===== src/rtl/spi_fault_pkg.sv =====
package spi_fault_pkg;

    typedef enum logic [1:0] {
        ST_IDLE   = 2'd0,
        ST_M_LO   = 2'd1,
        ST_M_HI   = 2'd2,
        ST_S_BUSY = 2'd3
    } xfer_state_e;

    localparam logic [1:0] SEL_CTRL = 2'd0;
    localparam logic [1:0] SEL_STAT = 2'd1;
    localparam logic [1:0] SEL_DATA = 2'd2;

    localparam int CTRL_EN_BIT = 6;
    localparam int CTRL_MS_BIT = 4;
    localparam logic [7:0] CTRL_RESET = 8'h14;

    localparam int STAT_DONE_BIT  = 7;
    localparam int STAT_COLL_BIT  = 6;
    localparam int STAT_ABORT_BIT = 5;
    localparam int STAT_FAULT_BIT = 4;

endpackage


===== src/rtl/spi_sync.sv =====
module spi_sync #(
    parameter int              WIDTH   = 3,
    parameter int              STAGES  = 2,
    parameter logic [WIDTH-1:0] RST_VAL = '0
) (
    input  logic             clk,
    input  logic             rst_n,
    input  logic [WIDTH-1:0] d,
    output logic [WIDTH-1:0] q
);

    logic [STAGES-1:0][WIDTH-1:0] chain;

    always_ff @(posedge clk or negedge rst_n) begin
        if (!rst_n) begin
            for (int s = 0; s < STAGES; s++) chain[s] <= RST_VAL;
        end else begin
            chain[0] <= d;
            for (int s = 1; s < STAGES; s++) chain[s] <= chain[s-1];
        end
    end

    assign q = chain[STAGES-1];

endmodule


===== src/rtl/spi_rate_div.sv =====
module spi_rate_div #(
    parameter int RATE_W = 3
) (
    input  logic              clk,
    input  logic              rst_n,
    input  logic              run,
    input  logic [RATE_W-1:0] rate,
    output logic              tick,
    output logic              rate_ok
);

    localparam int CNT_W = (1 << RATE_W) - 1;

    logic [RATE_W-1:0] rate_lat;
    logic [CNT_W-1:0]  cnt;
    logic [CNT_W-1:0]  half_m1;

    always_comb begin
        half_m1 = (CNT_W'(1) << rate_lat) - CNT_W'(1);
        tick    = run && (cnt == half_m1);
        rate_ok = (rate != '0) && (rate != '1);
    end

    // rate is frozen for the whole byte once the engine runs
    always_ff @(posedge clk or negedge rst_n) begin
        if (!rst_n) begin
            cnt      <= '0;
            rate_lat <= '0;
        end else begin
            if (!run) rate_lat <= rate;
            if (!run || tick) cnt <= '0;
            else              cnt <= cnt + CNT_W'(1);
        end
    end

    AST_CNT_BOUND: assert property (@(posedge clk) disable iff (!rst_n)
        run |-> (cnt <= half_m1));

endmodule


===== src/rtl/spi_flag_unit.sv =====
module spi_flag_unit (
    input  logic clk,
    input  logic rst_n,
    input  logic enable,
    input  logic stat_rd,
    input  logic data_acc,
    input  logic xfer_start,
    input  logic xfer_done,
    input  logic collide,
    input  logic fault,
    input  logic slave_abort,
    output logic done_flag,
    output logic coll_flag,
    output logic fault_flag,
    output logic abort_flag
);

    logic armed;
    logic clr_seq;

    assign clr_seq = armed && data_acc;

    always_ff @(posedge clk or negedge rst_n) begin
        if (!rst_n) begin
            armed      <= 1'b0;
            done_flag  <= 1'b0;
            coll_flag  <= 1'b0;
            fault_flag <= 1'b0;
            abort_flag <= 1'b0;
        end else begin
            if (stat_rd)       armed <= 1'b1;
            else if (data_acc) armed <= 1'b0;

            if (xfer_start)     done_flag <= 1'b0;
            else if (xfer_done) done_flag <= 1'b1;
            else if (clr_seq)   done_flag <= 1'b0;

            if (collide)      coll_flag <= 1'b1;
            else if (clr_seq) coll_flag <= 1'b0;

            if (fault)        fault_flag <= 1'b1;
            else if (clr_seq) fault_flag <= 1'b0;

            // only a disable releases the abort flag
            if (!enable)          abort_flag <= 1'b0;
            else if (slave_abort) abort_flag <= 1'b1;
        end
    end

    AST_ABORT_STICKY: assert property (@(posedge clk) disable iff (!rst_n)
        (enable && $past(enable) && $past(abort_flag)) |-> abort_flag);

endmodule


===== src/rtl/spi_fault_ctrl.sv =====
module spi_fault_ctrl
    import spi_fault_pkg::*;
#(
    parameter int DATA_W      = 8,
    parameter int RATE_W      = 3,
    parameter int SYNC_STAGES = 2
) (
    input  logic              clk,
    input  logic              rst_n,
    input  logic [1:0]        reg_sel,
    input  logic              reg_wr,
    input  logic              reg_rd,
    input  logic [DATA_W-1:0] reg_wdata,
    output logic [DATA_W-1:0] reg_rdata,
    output logic              sclk_o,
    output logic              mosi_o,
    input  logic              miso_i,
    input  logic              sclk_i,
    input  logic              mosi_i,
    input  logic              sel_n_i,
    output logic              miso_o
);

    localparam int BIT_W = $clog2(DATA_W);
    localparam int MSB   = DATA_W - 1;

    xfer_state_e state_q, state_d;

    logic              en_q, ms_q;
    logic [RATE_W-1:0] rate_q;
    logic [DATA_W-1:0] shreg, rx_q, ctrl_word, stat_word;
    logic [BIT_W-1:0]  bitcnt;
    logic              smp;
    logic              s_ss_n, s_sclk, s_mosi, s_sclk_prev;
    logic              s_rise, s_fall;
    logic              tick, rate_ok, run;
    logic              done_flag, coll_flag, fault_flag, abort_flag;
    logic              ctrl_wr, data_wr, data_rd, stat_rd;
    logic              mode_fault, m_start, s_start, m_done, s_done, s_abort;
    logic              collide, shift_now, m_sample, s_sample, load_now, last_bit;

    // slave-side inputs cross into the peripheral clock domain
    spi_sync #(
        .WIDTH  (3),
        .STAGES (SYNC_STAGES),
        .RST_VAL(3'b100)
    ) i_sync (
        .clk  (clk),
        .rst_n(rst_n),
        .d    ({sel_n_i, sclk_i, mosi_i}),
        .q    ({s_ss_n, s_sclk, s_mosi})
    );

    assign run = (state_q == ST_M_LO) || (state_q == ST_M_HI);

    spi_rate_div #(.RATE_W(RATE_W)) i_div (
        .clk    (clk),
        .rst_n  (rst_n),
        .run    (run),
        .rate   (rate_q),
        .tick   (tick),
        .rate_ok(rate_ok)
    );

    always_comb begin
        ctrl_wr    = reg_wr && (reg_sel == SEL_CTRL);
        data_wr    = reg_wr && (reg_sel == SEL_DATA);
        data_rd    = reg_rd && (reg_sel == SEL_DATA);
        stat_rd    = reg_rd && (reg_sel == SEL_STAT);
        s_rise     = s_sclk && !s_sclk_prev;
        s_fall     = !s_sclk && s_sclk_prev;
        last_bit   = (bitcnt == BIT_W'(DATA_W - 1));
        mode_fault = en_q && ms_q && !s_ss_n;
        m_start    = (state_q == ST_IDLE) && en_q && ms_q && !mode_fault
                     && data_wr && rate_ok;
        s_start    = (state_q == ST_IDLE) && en_q && !ms_q && !s_ss_n && s_rise;
        m_done     = (state_q == ST_M_HI) && tick && last_bit && en_q && !mode_fault;
        s_done     = (state_q == ST_S_BUSY) && s_fall && last_bit && !s_ss_n && en_q;
        s_abort    = (state_q == ST_S_BUSY) && s_ss_n && en_q;
        collide    = data_wr && (state_q != ST_IDLE);
        shift_now  = ((state_q == ST_M_HI) && tick)
                     || ((state_q == ST_S_BUSY) && s_fall && !s_ss_n);
        m_sample   = (state_q == ST_M_LO) && tick;
        s_sample   = s_start || ((state_q == ST_S_BUSY) && s_rise);
        load_now   = (state_q == ST_IDLE) && data_wr && (m_start || !ms_q);
    end

    // next-state selection
    always_comb begin
        state_d = state_q;
        unique case (state_q)
            ST_IDLE: begin
                if (m_start)      state_d = ST_M_LO;
                else if (s_start) state_d = ST_S_BUSY;
            end
            ST_M_LO: begin
                if (tick) state_d = ST_M_HI;
            end
            ST_M_HI: begin
                if (tick) state_d = last_bit ? ST_IDLE : ST_M_LO;
            end
            ST_S_BUSY: begin
                if (s_ss_n || (s_fall && last_bit)) state_d = ST_IDLE;
            end
            default: state_d = ST_IDLE;
        endcase
        if (!en_q || mode_fault) state_d = ST_IDLE;
    end

    // state register
    always_ff @(posedge clk or negedge rst_n) begin
        if (!rst_n) state_q <= ST_IDLE;
        else        state_q <= state_d;
    end

    // control register; a fault overrides a write of the master bit
    always_ff @(posedge clk or negedge rst_n) begin
        if (!rst_n) begin
            en_q   <= CTRL_RESET[CTRL_EN_BIT];
            ms_q   <= CTRL_RESET[CTRL_MS_BIT];
            rate_q <= CTRL_RESET[RATE_W-1:0];
        end else begin
            if (ctrl_wr) begin
                en_q   <= reg_wdata[CTRL_EN_BIT];
                ms_q   <= reg_wdata[CTRL_MS_BIT];
                rate_q <= reg_wdata[RATE_W-1:0];
            end
            if (mode_fault) ms_q <= 1'b0;
        end
    end

    // shift engine
    always_ff @(posedge clk or negedge rst_n) begin
        if (!rst_n) begin
            shreg       <= '0;
            rx_q        <= '0;
            smp         <= 1'b0;
            bitcnt      <= '0;
            s_sclk_prev <= 1'b0;
        end else begin
            s_sclk_prev <= s_sclk;
            if (load_now)       shreg <= reg_wdata;
            else if (shift_now) shreg <= {shreg[MSB-1:0], smp};
            if (m_sample)      smp <= miso_i;
            else if (s_sample) smp <= s_mosi;
            if (state_q == ST_IDLE) bitcnt <= '0;
            else if (shift_now)     bitcnt <= bitcnt + BIT_W'(1);
            if (m_done || s_done) rx_q <= {shreg[MSB-1:0], smp};
        end
    end

    spi_flag_unit i_flags (
        .clk        (clk),
        .rst_n      (rst_n),
        .enable     (en_q),
        .stat_rd    (stat_rd),
        .data_acc   (data_wr || data_rd),
        .xfer_start (m_start || s_start),
        .xfer_done  (m_done || s_done),
        .collide    (collide),
        .fault      (mode_fault),
        .slave_abort(s_abort),
        .done_flag  (done_flag),
        .coll_flag  (coll_flag),
        .fault_flag (fault_flag),
        .abort_flag (abort_flag)
    );

    // outputs
    always_comb begin
        sclk_o = (state_q == ST_M_HI);
        mosi_o = (en_q && ms_q) ? shreg[MSB] : 1'b0;
        miso_o = (en_q && !ms_q && !s_ss_n) ? shreg[MSB] : 1'b0;

        ctrl_word              = '0;
        ctrl_word[CTRL_EN_BIT] = en_q;
        ctrl_word[CTRL_MS_BIT] = ms_q;
        ctrl_word[RATE_W-1:0]  = rate_q;

        stat_word                 = '0;
        stat_word[STAT_DONE_BIT]  = done_flag;
        stat_word[STAT_COLL_BIT]  = coll_flag;
        stat_word[STAT_ABORT_BIT] = abort_flag;
        stat_word[STAT_FAULT_BIT] = fault_flag;

        case (reg_sel)
            SEL_CTRL: reg_rdata = ctrl_word;
            SEL_STAT: reg_rdata = stat_word;
            SEL_DATA: reg_rdata = rx_q;
            default:  reg_rdata = '0;
        endcase
    end

    AST_NO_BAD_RATE_LAUNCH: assert property (@(posedge clk) disable iff (!rst_n)
        ((state_q == ST_IDLE) && !rate_ok) |=> (state_q != ST_M_LO));

    AST_DONE_LOW_BUSY: assert property (@(posedge clk) disable iff (!rst_n)
        (state_q != ST_IDLE) |-> !done_flag);

    AST_COLL_NEEDS_BUSY: assert property (@(posedge clk) disable iff (!rst_n)
        $rose(coll_flag) |-> ($past(state_q) != ST_IDLE));

    AST_FAULT_DROPS_MASTER: assert property (@(posedge clk) disable iff (!rst_n)
        $rose(fault_flag) |-> !ms_q);

    AST_SCLK_LOW_DISABLED: assert property (@(posedge clk) disable iff (!rst_n)
        !en_q |=> !sclk_o);

endmodule


===== config.mk =====
export PLATFORM = sky130hd
export DESIGN_NAME = spi_fault_ctrl
export DESIGN_NICKNAME = d
export VERILOG_FILES = /design/src/rtl/spi_fault_pkg.sv /design/src/rtl/spi_sync.sv /design/src/rtl/spi_rate_div.sv /design/src/rtl/spi_flag_unit.sv /design/src/rtl/spi_fault_ctrl.sv
export SDC_FILE = /design/constraint.sdc
export NUM_CORES = 1
export LEC_CHECK = 0
export CORE_ASPECT_RATIO = 0.8
export CORE_UTILIZATION = 31
export CTS_BUF_LIST = sky130_fd_sc_hd__clkbuf_4
export CTS_CLUSTER_DIAMETER = 100
export DETAILED_ROUTE_END_ITERATION = 12
export GPL_ROUTABILITY_DRIVEN = 0
export SLEW_MARGIN = 20
export SYNTH_ARGS = -nofsm -noshare
export SYNTH_HDL_FRONTEND = slang
export SYNTH_HIERARCHICAL = 1
export SYNTH_SLANG_ARGS = --single-unit
export TNS_END_PERCENT = 5

===== constraint.sdc =====
create_clock -name clk -period 3.05 [get_ports clk]
set_clock_uncertainty 0.1 [all_clocks]
set_input_delay 0.61 -clock clk [delete_from_list [all_inputs] [get_ports clk]]
set_output_delay 0.61 -clock clk [all_outputs]
set_load 0.005 [all_outputs]

### Word level (Yosys, flattened, before mapping)

Index checks and enable logic that the tools add are counted.
Widths: inputs -> output; s select.

* bits in registers: 49
* input port bits: 18
* output and inout bits: 11
* logic and storage cells: 132

* $add $sub $neg: 3
* equality and inequality tests: 13
* shift-type cells: 1
* multiplexer cells: 29
* reductions and logical operators: 68

Operators with widths (count)
* $logic_and 1x1->1: 38
* $pmux 8 s3: 1
* $mux 1: 16
* $mux 8: 2
* $reduce_bool 2->1: 8
* $mux 2: 6
* $logic_or 1x1->1: 10
* $ne 3x1->1 const B: 3
* $pmux 2 s4: 1
* $add 7x1->7 const B: 1
* $eq 7x7->1: 1
* $logic_not 1->1: 7
* $mux 7: 1
* $shl 1x3->7 const A: 1
* $sub 7x2->7 const B: 1
* $eq 2x2->1 const B: 3
* $mux 3: 2
* $reduce_bool 3->1: 2
* $eq 2x1->1 const B: 2
* $logic_not 2->1: 2
* $ne 4x3->1 const B: 1
* $reduce_and 4->1: 1
* $add 3x1->3 const B: 1
* $eq 3x3->1 const B: 1
* 2 further kinds: 2

### Logic depth before layout (Yosys ltp)

* depth in word-level cells: 11
* gate-level depth with buffers: 9
* gate-level depth less buffers: 8

### Hierarchy

Netlist, hierarchy kept.

Modules (own cells, without submodules)
* spi_fault_ctrl: instances 1, cells an instance 149, area an instance 1605.3 sq um, sequential area each 703.2 sq um
* spi_rate_div: instances 1, cells an instance 54, area an instance 580.6 sq um, sequential area each 250.2 sq um
* spi_flag_unit: instances 1, cells an instance 13, area an instance 180.2 sq um, sequential area each 125.1 sq um
* spi_sync: instances 1, cells an instance 9, area an instance 175.2 sq um, sequential area each 152.6 sq um

### Least setup slack after synthesis

OpenSTA, ideal clock, no wires.

* path type: register to register
* start point: register i_div.cnt[2]
* end point: register rx_q[0]
* setup time: 125 ps
* data arrival time: 2070 ps
* required time: 2825 ps
* path slack: 755 ps
* cell stages (with the launch flop): 9
* buffers on the path: 1
* period minus slack after synthesis: 2295 ps
* cell sequence: dfrtp_1 buf_6 xnor2_1 a31oi_1 o31ai_2 and4_1 a21o_1 nand4_2 mux2_2

* word-level cells in the longest chain between the ends: 7

Ends and longest elaborated chain
* start: declaration: RTL line spi_rate_div.sv:15 `logic [CNT_W-1:0] cnt;`
* start signal: assignment: RTL line spi_rate_div.sv:32 `else cnt <= cnt + CNT_W'(1);`
* $eq 7x7->1: RTL line spi_rate_div.sv:20 `tick = run && (cnt == half_m1);`
* $logic_and 1x1->1: RTL line spi_rate_div.sv:20
* via tick: RTL line spi_fault_ctrl.sv:36 `logic tick, rate_ok, run;`
* $logic_and 1x1->1 (4 in series): RTL line spi_fault_ctrl.sv:77 `m_done = (state_q == ST_M_HI) && tick && last_bit && en_q && !mode_fault;`
* $logic_or 1x1->1: RTL line spi_fault_ctrl.sv:148 `if (m_done || s_done) rx_q <= {shreg[MSB-1:0], smp};`
* end signal: assignment: RTL line spi_fault_ctrl.sv:148
* end: declaration: RTL line spi_fault_ctrl.sv:31 `logic [DATA_W-1:0] shreg, rx_q, ctrl_word, stat_word;`

The timed path passes the listed nets, and every way through them passes these cells.
A chain may end at the register's enable or synchronous reset.

### Worst setup path after layout

* start point: input port reg_sel[1]
* end point: output port reg_rdata[5]

* word-level cells in the longest chain between the ends: 2
* elaborated cells between the ends (all ways): 4
* those cells by class: 2 x eq/ne; 1 x mux; 1 x reduce/logical

Ends and longest elaborated chain
* start: declaration: RTL line spi_fault_ctrl.sv:10 `input logic [1:0] reg_sel,`
* $eq 2x2->1 (tied with other cells): RTL line spi_fault_ctrl.sv:186 `case (reg_sel)`
* $pmux 8 s3 *: RTL line spi_fault_ctrl.sv:186
* end: declaration: RTL line spi_fault_ctrl.sv:14 `output logic [DATA_W-1:0] reg_rdata,`

Every way passes the cells marked *; elsewhere a longest branch is shown, timed or not.

==> impl_metrics.yaml <==
run_status:
  status: "completed"
timing:
  whs_ps: 278
  fin_setup_tns_ps: 0
  hold_viol_final: 0
  slew_viol_final: 0
  rsz0062_at_grt: "no"
  fin_crit_ps: 2840
  relSlewSlack: 0.662
  setup_slack_ps: 213
  fmax_mhz: 352
  tightest_slew_ps: 507
  setup_violations: 0
  period_share: 0.930
power_and_ir_drop:
  p_comb_frac: 0.283
  seqPwrFrac: 0.530
  p_leak_nw: 1.27
  p_int_mw: 1.11
  switching_power_uw: 591
  p_per_area_mw_per_mm2: 568
  clkPwrFrac: 0.186
  peakVddDrop_uv: 244
  switching_share: 0.347
yosys:
  muxShareOfSynthArea: 0.133
  syn_avg_cell_area_um2: 11.3
  yosysWarnings: 6
  post_synth_num_cell_types: 55
  syn_area_mm2: 0.00254
  synthTopCellsByArea: "dfrtp_1, mux2i_1, mux2_2, dfstp_2, ha_1"
  synth_adder_area_share: 0.0394
  synth_flop_cell: "dfrtp_1"
  ys_seq_elements: 49
  ys_async_sr_fraction: 1.00
  synth_enable_flop_cells: 0
  syn_inst: 225
  synth_xor_area_frac: 0.0276
  yosysTopAreaCell: "dfrtp_1"
  ys_seq_area_frac: 0.484
  synth_compound_area_frac: 0.128
  yosys.area_share.simple: 0.142
  synth_top_family_by_area: "simple AND/OR/NAND/NOR gates"
  synth_top_area_frac: 0.443
  syn_nets: 251
setup_path:
  arrival_ps: 2130
  criticalPathCategory: "primary input to primary output"
  rr_startpoint: "i_div/rate_lat[0]$_DFFE_PN0N_"
  rr_endpoint: "rx_q[7]$_DFFE_PN0P_"
  ff2ff_setup_slack_ps: 520
  path_cells: "clkdlybuf4s50_1 > nor2b_1 > a22o_1 > clkdlybuf4s50_1"
  crit_slowest_cell: "clkdlybuf4s50_1"
  path_delay_family: "buffers and inverters"
  reg2regPathDepth: 7
  start_kind: "primary input"
  end_kind: "primary output"
  crit_top_cell: "clkdlybuf4s50_1"
  critPathMaxFanout: 4
  critPathRequiredTime_ps: 2340
  critPathMaxStageDelay_ps: 530
  path_buf_inv: 2
clocking:
  clk_pin_slew_ps: 140
  cts_buffers: 5
  cts_resized: 0
  cts_sinks: 49
  clock_latency_ps: 370
  cts_tree: "yes"
  cts_root_buffer: "clkbuf_4"
  clock_path_buffers: 2
  cts_max_level: 2
global_route:
  first_global_vias: 1812
  grt_first_pass_wirelength_um: 9130
  grt_overflow: 0
  grt.total_usage: 0.138
  grt_max_degree: 41
  antenna_found_initial: 0
drt:
  antenna_left: 0
  drc: 0
  drt_iter0_markers: 78
  wl_per_cell_um: 14.3
  vias: 1831
  viasPerCell: 4.98
  dr.pass1.iters: 4
  totalWireLength_um: 5270
worst_hold_path:
  min_path_type: "register to register"
  whs_endpoint: "i_sync/q[2]$_DFF_PN1_"
  holdPathStages: 0
  hp-start: "i_sync/chain[2]$_DFF_PN1_"
flow_run:
  cap_violations: 0
final_layout:
  layout-drive-gt1-share: 0.181
  final_cell_mix: "dfrtp_1, clkdlybuf4s50_1, mux2i_1, nor2_1"
  diodes: 0
  final_common_cell: "dfrtp_1"
  area_growth_pct: 18.1
  fillers: 774
  fin_nets: 285
die:
  dieArea_mm2: 0.00857
  coreArea_mm2: 0.00795
  die_height_um: 83.0
  row_count: 29
  start_util: 0.320
  ioPinCount: 29
  die_w_um: 103
place:
  pre_cts_ws_ps: 199
  port_buffers: 28
  hpwl_um: 3880
-- kinds of logic (layout without fill, tap and decap cells) --
logic type,count (synthesis),after routing
AND/OR/NAND/NOR,64,64
flip-flops,49,49
AO/OA/AOI/OAI,45,45
multiplexers,32,32
buffers and inverters,19,54
adder cells (fa/ha/maj),8,8
XOR/XNOR,8,8
-- flip-flops by register name (all words and copies together) (netlist names) --
| register | flops |
|---|---|
| rx_q | 8 |
| shreg | 8 |
| i_div/cnt | 7 |
| bitcnt | 3 |
| i_div/rate_lat | 3 |
| i_sync/chain | 3 |
| i_sync/q | 3 |
| rate_q | 3 |
| state_q | 2 |
| en_q | 1 |
| i_flags/abort_flag | 1 |
| i_flags/armed | 1 |
| i_flags/coll_flag | 1 |
| i_flags/done_flag | 1 |
| i_flags/fault_flag | 1 |
| ms_q | 1 |
| s_sclk_prev | 1 |
| smp | 1 |
-- cell usage after synthesis, types with 3 or more instances --
| cell | number |
|---|---|
| dfrtp_1 | 45 |
| o21ai_0 | 13 |
| ha_1 | 8 |
| nor2_1 | 16 |
| inv_1 | 9 |
| xnor2_1 | 5 |
| a21o_1 | 4 |
| nand3_1 | 4 |
| mux2i_1 | 17 |
| mux2_2 | 15 |
| xor2_1 | 3 |
| dfstp_2 | 4 |
| buf_4 | 3 |
| nand2_1 | 15 |
| buf_6 | 4 |
| a311oi_1 | 6 |
-- cell type report --
cell class | count | area, um2 | area share
Tap cell | 108 | 135 | 0.0450
Clock inverter | 2 | 16.3 | 0.00542
Inverter | 9 | 33.8 | 0.0113
Timing Repair Buffer | 37 | 345 | 0.115
Multi-Input combinational cell | 157 | 1190 | 0.398
Sequential cell | 49 | 1230 | 0.410
Clock buffer | 6 | 45.0 | 0.0150
-- power by group through the flow --
stage | sequential, mW | clock [mW] | combinational, mW
after floorplan | 0.862 | 0 | 0.352
after global routing | 0.929 | 0.360 | 0.540
after global placement | 0.914 | 0 | 0.471
after detailed placement | 0.918 | 0 | 0.483
final | 0.904 | 0.318 | 0.483
after CTS | 0.906 | 0.327 | 0.487
-- worst max-delay path by stage --
stage / start / to / slack (ps) / cells past startpoint
after floorplan: i_div/cnt[2]$_DFF_PN0_ / rx_q[0]$_DFFE_PN0P_ / 750 / 8
after global placement: reg_sel[0] / reg_rdata[4] / 260 / 5
after detailed placement: reg_sel[1] / reg_rdata[5] / 200 / 4
after CTS: reg_sel[1] / reg_rdata[5] / 200 / 4
after global routing: reg_sel[1] / reg_rdata[7] / 100 / 4
final: reg_sel[1] / reg_rdata[5] / 210 / 4
-- metal layers --
metal / up-vias / part of all wire / GRT usage
met1: 906 / 0.50 / 0.202
met2: 29 / 0.46 / 0.206
li1: 889 / - / -
met5: - / 0 / 0
met4: 0 / 0.013 / 0.0423
met3: 7 / 0.028 / 0.0244
-- per-stage QoR --
stage / instance area, um2 / total power [mW] / instances / utilization
4_1_cts: 3000 / 1.72 / 368 / 0.378
3_5_place_dp: 2930 / 1.40 / 359 / 0.369
2_1_floorplan: 2540 / 1.21 / 225 / -
3_3_place_gp: 2930 / 1.38 / 359 / 0.369
5_1_grt: 3000 / 1.83 / 368 / 0.378
6_report: 3000 / 1.71 / 368 / 0.378
-- what timing repair did --
action,in CTS,in global routing
buffers inserted,0,0
hold endpoints to repair,9,0
hold buffers,1,0
No activity file was read; power rests on OpenSTA's default activity.
